$ cat config.mk
export PLATFORM = sky130hd
export DESIGN_NAME = ctl_i2c_slave
export DESIGN_NICKNAME = d
export VERILOG_FILES = /design/src/rtl/ctl_i2c_slave.sv
export SDC_FILE = /design/constraint.sdc
export NUM_CORES = 1
export LEC_CHECK = 0
export BUFFER_PORTS_ARGS = -buffer_cell sky130_fd_sc_hd__buf_2
export CAP_MARGIN = 40
export CORE_MARGIN = 2
export CORE_UTILIZATION = 56
export CTS_CLUSTER_DIAMETER = 200
export DETAILED_ROUTE_END_ITERATION = 10
export MAX_ROUTING_LAYER = met4
export PLACE_DENSITY = 0.79
export SLEW_MARGIN = 20
export SYNTH_ARGS = -nofsm -noshare
export SYNTH_HDL_FRONTEND = slang
export SYNTH_SLANG_ARGS = --single-unit
export TNS_END_PERCENT = 100
$ cat constraint.sdc
create_clock -name clk -period 2.7 [get_ports clk]
set_clock_uncertainty 0.05 [all_clocks]
set_input_delay 0.135 -clock clk [delete_from_list [all_inputs] [get_ports clk]]
set_output_delay 0.135 -clock clk [all_outputs]
set_load 0.05 [all_outputs]
$ cat src/rtl/ctl_i2c_slave.sv
module ctl_i2c_slave #(
  parameter logic [5:0] ADDR_HI  = 6'b101101,
  parameter logic [7:0] CTL_RST  = 8'h90,
  parameter logic [7:0] EMAX_RST = 8'h50,
  parameter logic [7:0] EMIN_RST = 8'h14
) (
  input  logic        clk,
  input  logic        rst_n,
  input  logic        scl_i,
  input  logic        sda_i,
  output logic        sda_oe,
  input  logic        addr_sel,
  input  logic [5:0]  dec_stat,
  input  logic        cfg_chg,
  input  logic [7:0]  err_cnt,
  input  logic [10:0] ad_bits,
  input  logic        ad_strobe,
  input  logic [1:0]  ci_bits,
  output logic [7:0]  ctl_o,
  output logic [7:0]  emax_o,
  output logic [7:0]  emin_o,
  output logic        port2_o
);

  typedef enum logic [2:0] {S_IDLE, S_ADDR, S_AACK, S_WR, S_WACK, S_RD, S_RACK} st_t;

  st_t         state;
  logic [1:0]  scl_sy, sda_sy;
  logic        scl_q, sda_q;
  logic [3:0]  cnt;
  logic [7:0]  sr;
  logic        rw, first, mack;
  logic [1:0]  ptr, idx;
  logic        ponres, cfc, sad, ovw;
  logic [10:0] ad_reg;
  logic [7:0]  rd_bytes [4];

  wire scl_s     = scl_sy[1];
  wire sda_s     = sda_sy[1];
  wire scl_rise  = scl_s & ~scl_q;
  wire scl_fall  = ~scl_s & scl_q;
  wire start_c   = scl_s & scl_q & sda_q & ~sda_s;
  wire stop_c    = scl_s & scl_q & ~sda_q & sda_s;
  wire [1:0] nidx = idx + 2'd1;
  wire rack_end  = (state == S_RACK) && scl_fall && !start_c && !stop_c;
  wire clr_stat  = rack_end && (idx == 2'd0);
  wire clr_ad    = rack_end && (idx == 2'd3);
  wire in_aack   = (state == S_AACK);

  assign port2_o = ctl_o[2];

  always_comb begin
    rd_bytes[0] = {ponres, dec_stat, cfc};
    rd_bytes[1] = err_cnt;
    rd_bytes[2] = ad_reg[7:0];
    rd_bytes[3] = {ovw, sad, 1'b0, ci_bits, ad_reg[10:8]};
  end

  always_ff @(posedge clk or negedge rst_n) begin
    if (!rst_n) begin
      scl_sy <= 2'b11;
      sda_sy <= 2'b11;
      scl_q  <= 1'b1;
      sda_q  <= 1'b1;
    end else begin
      scl_sy <= {scl_sy[0], scl_i};
      sda_sy <= {sda_sy[0], sda_i};
      scl_q  <= scl_s;
      sda_q  <= sda_s;
    end
  end

  always_ff @(posedge clk or negedge rst_n) begin
    if (!rst_n) begin
      ponres <= 1'b1;
      cfc    <= 1'b0;
      sad    <= 1'b0;
      ovw    <= 1'b0;
      ad_reg <= '0;
    end else begin
      if (clr_stat) begin
        ponres <= 1'b0;
        cfc    <= 1'b0;
      end
      if (cfg_chg) cfc <= 1'b1;
      if (clr_ad) begin
        sad <= 1'b0;
        ovw <= 1'b0;
      end
      if (ad_strobe) begin
        ad_reg <= ad_bits;
        sad    <= 1'b1;
        ovw    <= (sad | ovw) & ~clr_ad;
      end
    end
  end

  always_ff @(posedge clk or negedge rst_n) begin
    if (!rst_n) begin
      state  <= S_IDLE;
      cnt    <= '0;
      sr     <= '0;
      sda_oe <= 1'b0;
      rw     <= 1'b0;
      first  <= 1'b0;
      mack   <= 1'b0;
      ptr    <= '0;
      idx    <= '0;
      ctl_o  <= CTL_RST;
      emax_o <= EMAX_RST;
      emin_o <= EMIN_RST;
    end else if (start_c) begin
      state  <= S_ADDR;
      cnt    <= '0;
      sda_oe <= 1'b0;
    end else if (stop_c) begin
      state  <= S_IDLE;
      sda_oe <= 1'b0;
    end else begin
      case (state)
        S_ADDR: begin
          if (scl_rise) begin
            sr  <= {sr[6:0], sda_s};
            cnt <= cnt + 4'd1;
          end else if (scl_fall && cnt == 4'd8) begin
            if (sr[7:1] == {ADDR_HI, addr_sel}) begin
              state  <= S_AACK;
              sda_oe <= 1'b1;
              rw     <= sr[0];
              idx    <= '0;
            end else begin
              state <= S_IDLE;
            end
          end
        end
        S_AACK: begin
          if (scl_fall) begin
            cnt <= '0;
            if (rw) begin
              state  <= S_RD;
              sr     <= rd_bytes[0];
              sda_oe <= ~rd_bytes[0][7];
            end else begin
              state  <= S_WR;
              sda_oe <= 1'b0;
              first  <= 1'b1;
            end
          end
        end
        S_WR: begin
          if (scl_rise) begin
            sr  <= {sr[6:0], sda_s};
            cnt <= cnt + 4'd1;
          end else if (scl_fall && cnt == 4'd8) begin
            state  <= S_WACK;
            sda_oe <= 1'b1;
            if (first) begin
              ptr   <= (sr[1:0] == 2'd3) ? 2'd0 : sr[1:0];
              first <= 1'b0;
            end else begin
              case (ptr)
                2'd1:    emax_o <= sr;
                2'd2:    emin_o <= sr;
                default: ctl_o  <= sr;
              endcase
              ptr <= (ptr == 2'd2) ? 2'd0 : ptr + 2'd1;
            end
          end
        end
        S_WACK: begin
          if (scl_fall) begin
            sda_oe <= 1'b0;
            cnt    <= '0;
            state  <= S_WR;
          end
        end
        S_RD: begin
          if (scl_fall) begin
            if (cnt == 4'd7) begin
              sda_oe <= 1'b0;
              state  <= S_RACK;
            end else begin
              sr     <= {sr[6:0], 1'b0};
              sda_oe <= ~sr[6];
              cnt    <= cnt + 4'd1;
            end
          end
        end
        S_RACK: begin
          if (scl_rise) begin
            mack <= ~sda_s;
          end else if (scl_fall) begin
            if (mack) begin
              idx    <= nidx;
              sr     <= rd_bytes[nidx];
              sda_oe <= ~rd_bytes[nidx][7];
              cnt    <= '0;
              state  <= S_RD;
            end else begin
              state <= S_IDLE;
            end
          end
        end
        default: state <= S_IDLE;
      endcase
    end
  end

endmodule

# After elaboration in Yosys (flattened, before gate mapping)
# Cells that the tools add are included.
# word_totals
out_inout_bits	26
reg_bits	68
word_cells	200
input_bits	34
# classes
order_cmp	1
mux	74
n_addsub	3
reduce_logical	31
eq_ne	47
bitwise	23
# ops
op	count
$mux 8	10
$ne 4x4->1 const B	12
$mux 3	14
$mux 4	9
$pmux 8 s4	1
$ne 2x2->1 const B	14
$reduce_and 7->1	4
$mux 1	24
$mux 2	10
$pmux 3 s6	1
$reduce_and 9->1	2
$bmux 8 s2	1
$pmux 4 s4	1
$ne 3x3->1 const B	5
$not 1->1	13
$reduce_and 12->1	1
$reduce_and 11->1	1
$reduce_and 10->1	1
$eq 3x3->1 const B	3
$and 1x1->1	8
$reduce_bool 2->1	4
$reduce_bool 8->1	1
$eq 7x7->1	1
$eq 2x2->1 const B	3
other kinds (24)	35

# Depth between registers and ports, before layout
# Gate-level depths: netlist of the first run.
# depth
depth_word	12
ltp_mapped	8
ltp_nobuf	7

# Worst setup path after synthesis of the first run
# Ideal clock, no wire load.
# synth_path
path_kind	flip-flop to flip-flop
from	register idx[0]
to	register sda_oe
setup_slack_ps	475
path_stages_with_launch	9
n_path_buf	2
period_less_slack_ps	2225
arrival_time_ps	2051
t_required_ps	2525
path_cell_list	dfrtp_1 buf_2 inv_1 ha_1 clkbuf_1 mux4_2 nor2_1 o31a_1 mux2_2
# synth_between
elab_chain_len	12
# synth_rtl
element	line_no	rtl
start: declaration	33	logic [1:0] ptr, idx;
start signal: assignment	194	idx <= nidx;
$add 2x1->2	44	wire [1:0] nidx = idx + 2'd1;
$not 2->3 (not written as such)	196	sda_oe <= ~rd_bytes[nidx][7];
$bmux 8 s2	196	
$mux 8 (not written as such) (2 in series)	196	
$not 1->1	196	
$mux 1	193	if (mack) begin
$mux 1	192	end else if (scl_fall) begin
$mux 1	190	if (scl_rise) begin
$pmux 1 s6	120	case (state)
$mux 1	116	end else if (stop_c) begin
$mux 1	112	end else if (start_c) begin
end signal: assignment	142	sda_oe <= ~rd_bytes[0][7];
end signal: assignment	184	sda_oe <= ~sr[6];
end signal: assignment	196	
end: declaration	11	output logic sda_oe,
# No other way between the ends. The select of a mux whose other input is x is not followed.
# A chain may end at the register's enable or synchronous reset.

# Worst setup path after layout of the first run
# layout_path
from	register cnt[0]
to	register ctl_o[3]
# layout_between
elab_chain_len	3
# layout_rtl
element	line_no	rtl
start: declaration	30	logic [3:0] cnt;
start signal: assignment	124	cnt <= cnt + 4'd1;
start signal: assignment	153	cnt <= cnt + 4'd1;
start signal: assignment	185	cnt <= cnt + 4'd1;
$eq 4x4->1	154	end else if (scl_fall && cnt == 4'd8) begin
$logic_and 1x1->1	154	
$reduce_and 7->1 (no line)	n/a	
end signal: assignment	164	default: ctl_o <= sr;
end: declaration	19	output logic [7:0] ctl_o,
# No other way between the ends.

==> results.tsv, run 1 <==
stage	metric	value	unit
global_routing	final global-route overflow total	0	
sta	Setup TNS	0	ns
routing	drc violations	0	
global_routing	global-route wire length before repair	13900	microns
min_path	path class of the lowest-slack min-delay path	input pin to flop	
die	number of primary I/O pins	60	
synth	average instance area after synthesis	11.3	sq um
min_path	launch instance of the worst min-delay path	ad_strobe	
final_layout	final layout net count	436	
min_path	WHS Path Cells	2	
synth	top-area cell type share of the netlist area	37.7	%
critical_path	startpoint of the worst-slack reg-to-reg timing path	cnt[0]$_DFFE_PN0P_	
synth	Ys Warns	0	
sta	Max-Slew Margin vs Limit	54.2	%
critical_path	path depth of the worst reg2reg path	6	
routing	average via count per standard cell	5.91	
synth	Syn Nets	364	
final_layout	area growth from synthesis to layout	18.8	%
die	number of placement rows	29	
critical_path	ordered list of cells on the worst path	inv_1 -> ha_1 -> nand3b_1 -> or3_1 -> nor3_4 -> mux2_2	
synth	sequential cell area fraction in the yosys report	47.1	%
synth	prevailing post-synth register cell	sky130_fd_sc_hd__dfrtp_1	
synth	register bit count reported by yosys	68	
clock_tree	number of buffers created by CTS	9	
clock_tree	CTS clk-pin slew, worst paths	0.08	ns
sta	share of the clock period used by the worst path	84.0	%
final_layout	number of inserted diodes	0	
die	Initial Utilization	57.8	%
synth	number of synthesized flops with an enable pin	0	
critical_path	internal reg-to-reg setup slack	0.43	ns
sta	time the final worst path needs with I/O delays and setup	2.27	ns
final_layout	most common cell after layout, fill and taps aside	sky130_fd_sc_hd__buf_2	
clock_tree	H-Tree Depth	3	
critical_path	FF-to-FF End	ctl_o[3]$_DFFE_PN0P_	
clock_tree	cell at the root of the clock tree	sky130_fd_sc_hd__clkbuf_8	
critical_path	category of the critical setup timing path	flop to flop	
final_layout	Largest register FFs	11	
status	result of the run	finished, final reports clean	
global_routing	initial antenna violation count	0	
die	die extent in x	84.7	microns
min_path	end point of the worst hold path	sad$_DFFE_PN0P_	
final_layout	most frequent cells in the layout	sky130_fd_sc_hd__buf_2, sky130_fd_sc_hd__dfrtp_1, sky130_fd_sc_hd__mux2_2, sky130_fd_sc_hd__nand2_1, sky130_fd_sc_hd__nor2_1	
synth	post-synthesis cell area	3650	sq um
power_and_ir_drop	total power per unit cell area	546	nW/um^2
flow_run	Max-cap violations	0	
critical_path	kind of end point of the critical path	flop	
placement	detailed placement HPWL	5900	microns
sta	final hold violation count	0	
critical_path	maximum cell stage delay along the critical path	0.54	ns
clock_tree	# clock sinks	68	
synth	Mapped Cells	322	
routing	DR WL/cell	17.5	microns
sta	max-slew violations	0	
die	Die H	84.7	microns
die	placeable core area	6310	sq um
power_and_ir_drop	worst voltage drop across the vdd grid	0.389	mV
die	die area	7180	sq um
clock_tree	CTS tree	yes	
power_and_ir_drop	leakage component of the power	2.00	nW
sta	Hold WS	0.148	ns
synth	leading cell types by total area after synthesis	sky130_fd_sc_hd__dfrtp_1, sky130_fd_sc_hd__mux2_2, sky130_fd_sc_hd__dfstp_2	
placement	input/output buffers	59	
final_layout	fraction of layout cells with a size suffix above 1	39.6	%
routing	number of DRC violations after detailed-routing iteration 0	240	
placement	Placer Congestion	0.951	
clock_tree	Max Root-Sink Buffers	2	
placement	post-placement setup slack	0.453	ns
critical_path	top fanout value on the critical path	8	
clock_tree	Post-CTS Setup Repair Bufs	0	
sta	unrepaired setup endpoints after global routing	no	
global_routing	global-route usage over all layers	25.2	%
sta	final number of setup-violating endpoints	0	
global_routing	number of global-route vias before repair	2800	
clock_tree	Clk Latency, worst-skew pair	0.35	ns
critical_path	nature of the critical path startpoint	flop	
synth	number of distinct library cell variants in the gate-level netlist after synthesis	55	
sta	minimum setup slack in the final design	0.433	ns
routing	total length of routed wires	8330	microns
global_routing	pin count of the biggest net entering global routing	69	
routing	Routed Antenna Nets	0	
sta	achievable frequency	441	MHz
sta	transition time at the pin with the least slew margin	0.687	ns
critical_path	required arrival time at the worst endpoint	2.88	ns
critical_path	slowest stage cell on the critical path	sky130_fd_sc_hd__or3_1	
synth	largest area contributor in the netlist	sky130_fd_sc_hd__dfrtp_1	
synth	post-synthesis async set-or-reset flop share	100	%
critical_path	crit path DAT	2.45	ns
routing	number of optimization iterations in the first detailed-route pass	4	
routing	total via count after detailed routing	2812	
-- per-layer routing --
layer,global-route usage (%),up-vias,wire (microns)
met4,7.22,0,111
li1,-,1321,-
met3,4.33,14,403
met5,-,-,0
met1,33.7,1378,3650
met2,40.0,99,4170
-- critical path: cells and delay by family (launching register included) --
family,cells,cell delay [ns]
adder cells (fa/ha/maj),1,0.14
buffers and inverters,1,0.08
flip-flops,1,0.42
AND/OR/NAND/NOR,3,1.09
multiplexers,1,0.39
-- cell type report --
cell class                      count  area (sq um)
Inverter                            9          33.8
Timing Repair Buffer               79           495
Multi-Input combinational cell    227          1810
Clock inverter                      6          46.3
Clock buffer                       10           138
Fill cell                         475          1980
Tap cell                           77          96.3
Sequential cell                    68          1720
-- cell usage after synthesis (all sizes together), types with 6 or more instances --
cell,count
nand3b,6
ha,8
buf,12
clkbuf,6
a21oi,15
a32oi,6
nand2,34
inv,9
nor2b,6
mux4,7
o21ai,15
dfrtp,55
nor2,18
mux2,48
dfstp,13
-- metrics by stage --
stage	area [sq um]	power [mW]	utilization, %	cells
final	4330	2.37	68.6	476
after global routing	4330	2.49	68.6	476
after CTS	4330	2.38	68.6	476
after detailed placement	4000	1.58	63.4	445
after global placement	4000	1.56	63.4	445
after floorplan	3650	1.44	-	322
-- worst max-delay path by stage --
stage / from / end / slack [ns] / depth (start not counted)
finish: cnt[0]$_DFFE_PN0P_ / ctl_o[3]$_DFFE_PN0P_ / 0.43 / 6
global route: state[2]$_DFFE_PN0P_ / cnt[0]$_DFFE_PN0P_ / 0.25 / 5
CTS: cnt[0]$_DFFE_PN0P_ / ctl_o[3]$_DFFE_PN0P_ / 0.43 / 6
detailed placement: cnt[0]$_DFFE_PN0P_ / ctl_o[3]$_DFFE_PN0P_ / 0.45 / 6
global placement: state[1]$_DFFE_PN0P_ / ctl_o[3]$_DFFE_PN0P_ / 0.50 / 4
floorplan: idx[0]$_DFFE_PN0P_ / sda_oe$_DFFE_PN0P_ / 0.47 / 8
-- report_power, final --
group | internal (mW) | switching [mW] | total [mW]
Clock | 0.364 | 0.420 | 0.784
Sequential | 1.11 | 0.127 | 1.24
Combinational | 0.181 | 0.160 | 0.341
-- kinds of logic (layout without fill, tap and decap cells) --
family	after synthesis	after routing	share of synthesized area, %
simple gates	93	93	13.9
compound gates	65	65	12.1
xor+xnor	2	2	0.480
fa+ha+maj	8	8	2.74
mux	59	59	20.2
flops	68	68	47.1
buf+inv	27	104	3.39
-- timing repair --
item	in CTS	in global routing
gates resized for setup	0	0
hold buffers	15	0
hold endpoints to repair	69	0
Power figures use the tool's default switching activity.
==> run 2, diff against run 1 <==
clock period = 2.1 ns   (was 2.7 ns; I/O delays follow)
==> run 2 against run 1 <==
Compared with the run above: clock-buffer cell count is 1 higher; first-iteration DRC count fell by 31%; via count up 6.6%; global-route usage increased by 1.5 points; clock power up 43%.
==> results.tsv, run 2 (synthesis results as in run 1) <==
stage	metric	value	unit	change
power_and_ir_drop	leakage component of the power	2.11	nW	+5.7%
die	number of placement rows	29		unchanged
sta	max-slew violations	0		unchanged
placement	post-place instance area	4170	sq um	+4.3%
sta	transition time at the pin with the least slew margin	0.636	ns	-0.0511 ns
routing	drc violations	0		unchanged
die	Initial Utilization	57.8	%	unchanged
final_layout	number of inserted diodes	0		unchanged
final_layout	fraction of layout cells with a size suffix above 1	44.5	%	+4.9 points
clock_tree	Max Root-Sink Buffers	2		unchanged
routing	Routed Antenna Nets	0		unchanged
final_layout	area growth from synthesis to layout	25.2	%	
die	die extent in x	84.7	microns	unchanged
sta	share of the clock period used by the worst path	96.6	%	+13 points
power_and_ir_drop	worst voltage drop across the vdd grid	0.505	mV	+30%
sta	Setup TNS	0	ns	unchanged
routing	number of optimization iterations in the first detailed-route pass	5		+1
critical_path	combined buffer and inverter count along the critical path	2		+1
critical_path	nature of the critical path startpoint	flop		
global_routing	initial antenna violation count	0		unchanged
clock_tree	Clk Latency, worst-skew pair	0.35	ns	about the same
critical_path	largest delay contributor family on the critical path	compound AO/OA/AOI/OAI gates		
sta	final number of setup-violating endpoints	0		unchanged
critical_path	ordered list of cells on the worst path	inv_1 -> ha_1 -> nand3b_1 -> buf_4 -> o22ai_1 -> o221ai_2 -> a311oi_2 -> mux2_2		
min_path	path class of the lowest-slack min-delay path	input pin to flop		
die	Die H	84.7	microns	unchanged
routing	total via count after detailed routing	2998		+6.6%
clock_tree	cell at the root of the clock tree	sky130_fd_sc_hd__clkbuf_8		
status	result of the run	finished, final reports clean		
final_layout	final non-filler cell area	4570	sq um	+5.4%
global_routing	number of global-route vias before repair	3055		+9.1%
sta	Max-Slew Margin vs Limit	57.6	%	+3.4 points
routing	number of DRC violations after detailed-routing iteration 0	166		-31%
final_layout	fraction of the core area covered by cells at the end of the flow	72.4	%	+3.7 points
critical_path	required arrival time at the worst endpoint	2.29	ns	-0.59 ns
global_routing	global-route usage over all layers	26.7	%	+1.5 points
critical_path	kind of end point of the critical path	flop		
critical_path	category of the critical setup timing path	flop to flop		
placement	input/output buffers	59		unchanged
sta	time the final worst path needs with I/O delays and setup	2.03	ns	-0.239 ns
placement	Placer Congestion	0.877		-7.9%
die	die area	7180	sq um	unchanged
clock_tree	# clock sinks	68		unchanged
final_layout	most frequent cells in the layout	sky130_fd_sc_hd__buf_2, sky130_fd_sc_hd__dfrtp_1, sky130_fd_sc_hd__mux2_2, sky130_fd_sc_hd__nand2_1, sky130_fd_sc_hd__buf_4		
sta	final hold violation count	0		unchanged
sta	achievable frequency	493	MHz	+12%
final_layout	most common cell after layout, fill and taps aside	sky130_fd_sc_hd__buf_2		
critical_path	maximum cell stage delay along the critical path	0.42	ns	-0.12 ns
critical_path	crit path DAT	2.22	ns	-0.23 ns
sta	unrepaired setup endpoints after global routing	yes		
flow_run	Max-cap violations	0		unchanged
clock_tree	CTS clk-pin slew, worst paths	0.08	ns	about the same
clock_tree	number of buffers created by CTS	9		unchanged
routing	average via count per standard cell	6.03		+2.1%
final_layout	fill cell count	428		-9.9%
clock_tree	CTS tree	yes		
placement	detailed placement HPWL	6110	microns	+3.4%
routing	total length of routed wires	9020	microns	+8.3%
global_routing	final global-route overflow total	0		unchanged
final_layout	Largest register FFs	11		unchanged
final_layout	final layout net count	457		+4.8%
clock_tree	Post-CTS Setup Repair Bufs	0		unchanged
clock_tree	H-Tree Depth	3		unchanged
power_and_ir_drop	total power per unit cell area	708	nW/um^2	+30%
die	number of primary I/O pins	60		unchanged
die	placeable core area	6310	sq um	unchanged
critical_path	slowest stage cell on the critical path	sky130_fd_sc_hd__dfrtp_1		
global_routing	global-route wire length before repair	14700	microns	+5.8%
global_routing	pin count of the biggest net entering global routing	43		-38%
critical_path	top fanout value on the critical path	5		-3
routing	DR WL/cell	18.2	microns	+3.7%
==> run 2: cell types whose count changed in the layout (fill, tap and decap cells not counted), moves of 2 or more <==
cell | before | now
sky130_fd_sc_hd__o21ai_0 | 15 | 13
sky130_fd_sc_hd__dfrtp_1 | 55 | 52
sky130_fd_sc_hd__dfrtp_2 | 0 | 3
sky130_fd_sc_hd__buf_4 | 4 | 24
sky130_fd_sc_hd__inv_6 | 2 | 0
sky130_fd_sc_hd__o21ai_1 | 0 | 2
==> run 2: through the flow <==
step           total power [mW]  std cells  setup WS [ns]  hold WS [ns]
6_report                   3.23        497         0.0718         0.124
5_1_grt                    3.36        497        -0.0586         0.133
4_1_cts                    3.22        497        0.00180         0.126
3_5_place_dp               2.10        466         0.0105        0.0966
3_3_place_gp               2.07        466         0.0798        0.0899
2_1_floorplan              1.85        322        0.00310        -0.241
==> run 2: path summary, 6_finish.rpt <==
kind | startpoint | end | slack, ns | cells after the start
setup reg to reg | cnt[0]$_DFFE_PN0P_ | sda_oe$_DFFE_PN0P_ | 0.07 | 8
hold / removal | ad_strobe | sad$_DFFE_PN0P_ | 0.12 | 2
hold reg to reg | sda_sy[0]$_DFF_PN1_ | sda_sy[1]$_DFF_PN1_ | 0.31 | 0
max in group asynchronous | rst_n | emin_o[2]$_DFFE_PN1P_ | 1.05 | 3
setup / recovery | cnt[0]$_DFFE_PN0P_ | sda_oe$_DFFE_PN0P_ | 0.07 | 8
min in group asynchronous | rst_n | ad_reg[3]$_DFFE_PN0P_ | 0.25 | 2
==> run 2: per-layer routing <==
| layer | part of all wire (%) | track usage, % | up-vias | routed length [microns] |
|---|---|---|---|---|
| met3 | 5.5 | 5.21 | 17 | 497 |
| met1 | 43 | 34.1 | 1491 | 3840 |
| met2 | 50 | 43.1 | 125 | 4530 |
| li1 | - | - | 1365 | - |
| met5 | 0 | - | - | 0 |
| met4 | 1.8 | 9.09 | 0 | 161 |
==> run 2: final cells by class <==
type	count	area, sq um	share of cell area (%)
clock buffer	11	141	3.09
timing repair buffer	100	666	14.6
sequential	68	1720	37.7
inverter	9	33.8	0.739
tap	77	96.3	2.11
multi-input combinational	227	1850	40.5
clock inverter	5	61.3	1.34
==> run 2: power breakdown <==
part	total, mW	internal [mW]	switching (mW)	leakage [nW]
clock	1.12	0.583	0.536	0.0918
sequential	1.54	1.43	0.109	0.820
combinational	0.574	0.293	0.281	1.20
total	3.23	2.31	0.927	2.11
==> run 2: repair_timing <==
action | 4_1_cts | 5_1_grt
hold buffers | 15 | 0
pin swaps | 0 | 0
resized for setup | 2 | 10
setup endpoints to repair | 3 | 13
hold endpoints to repair | 33 | 0
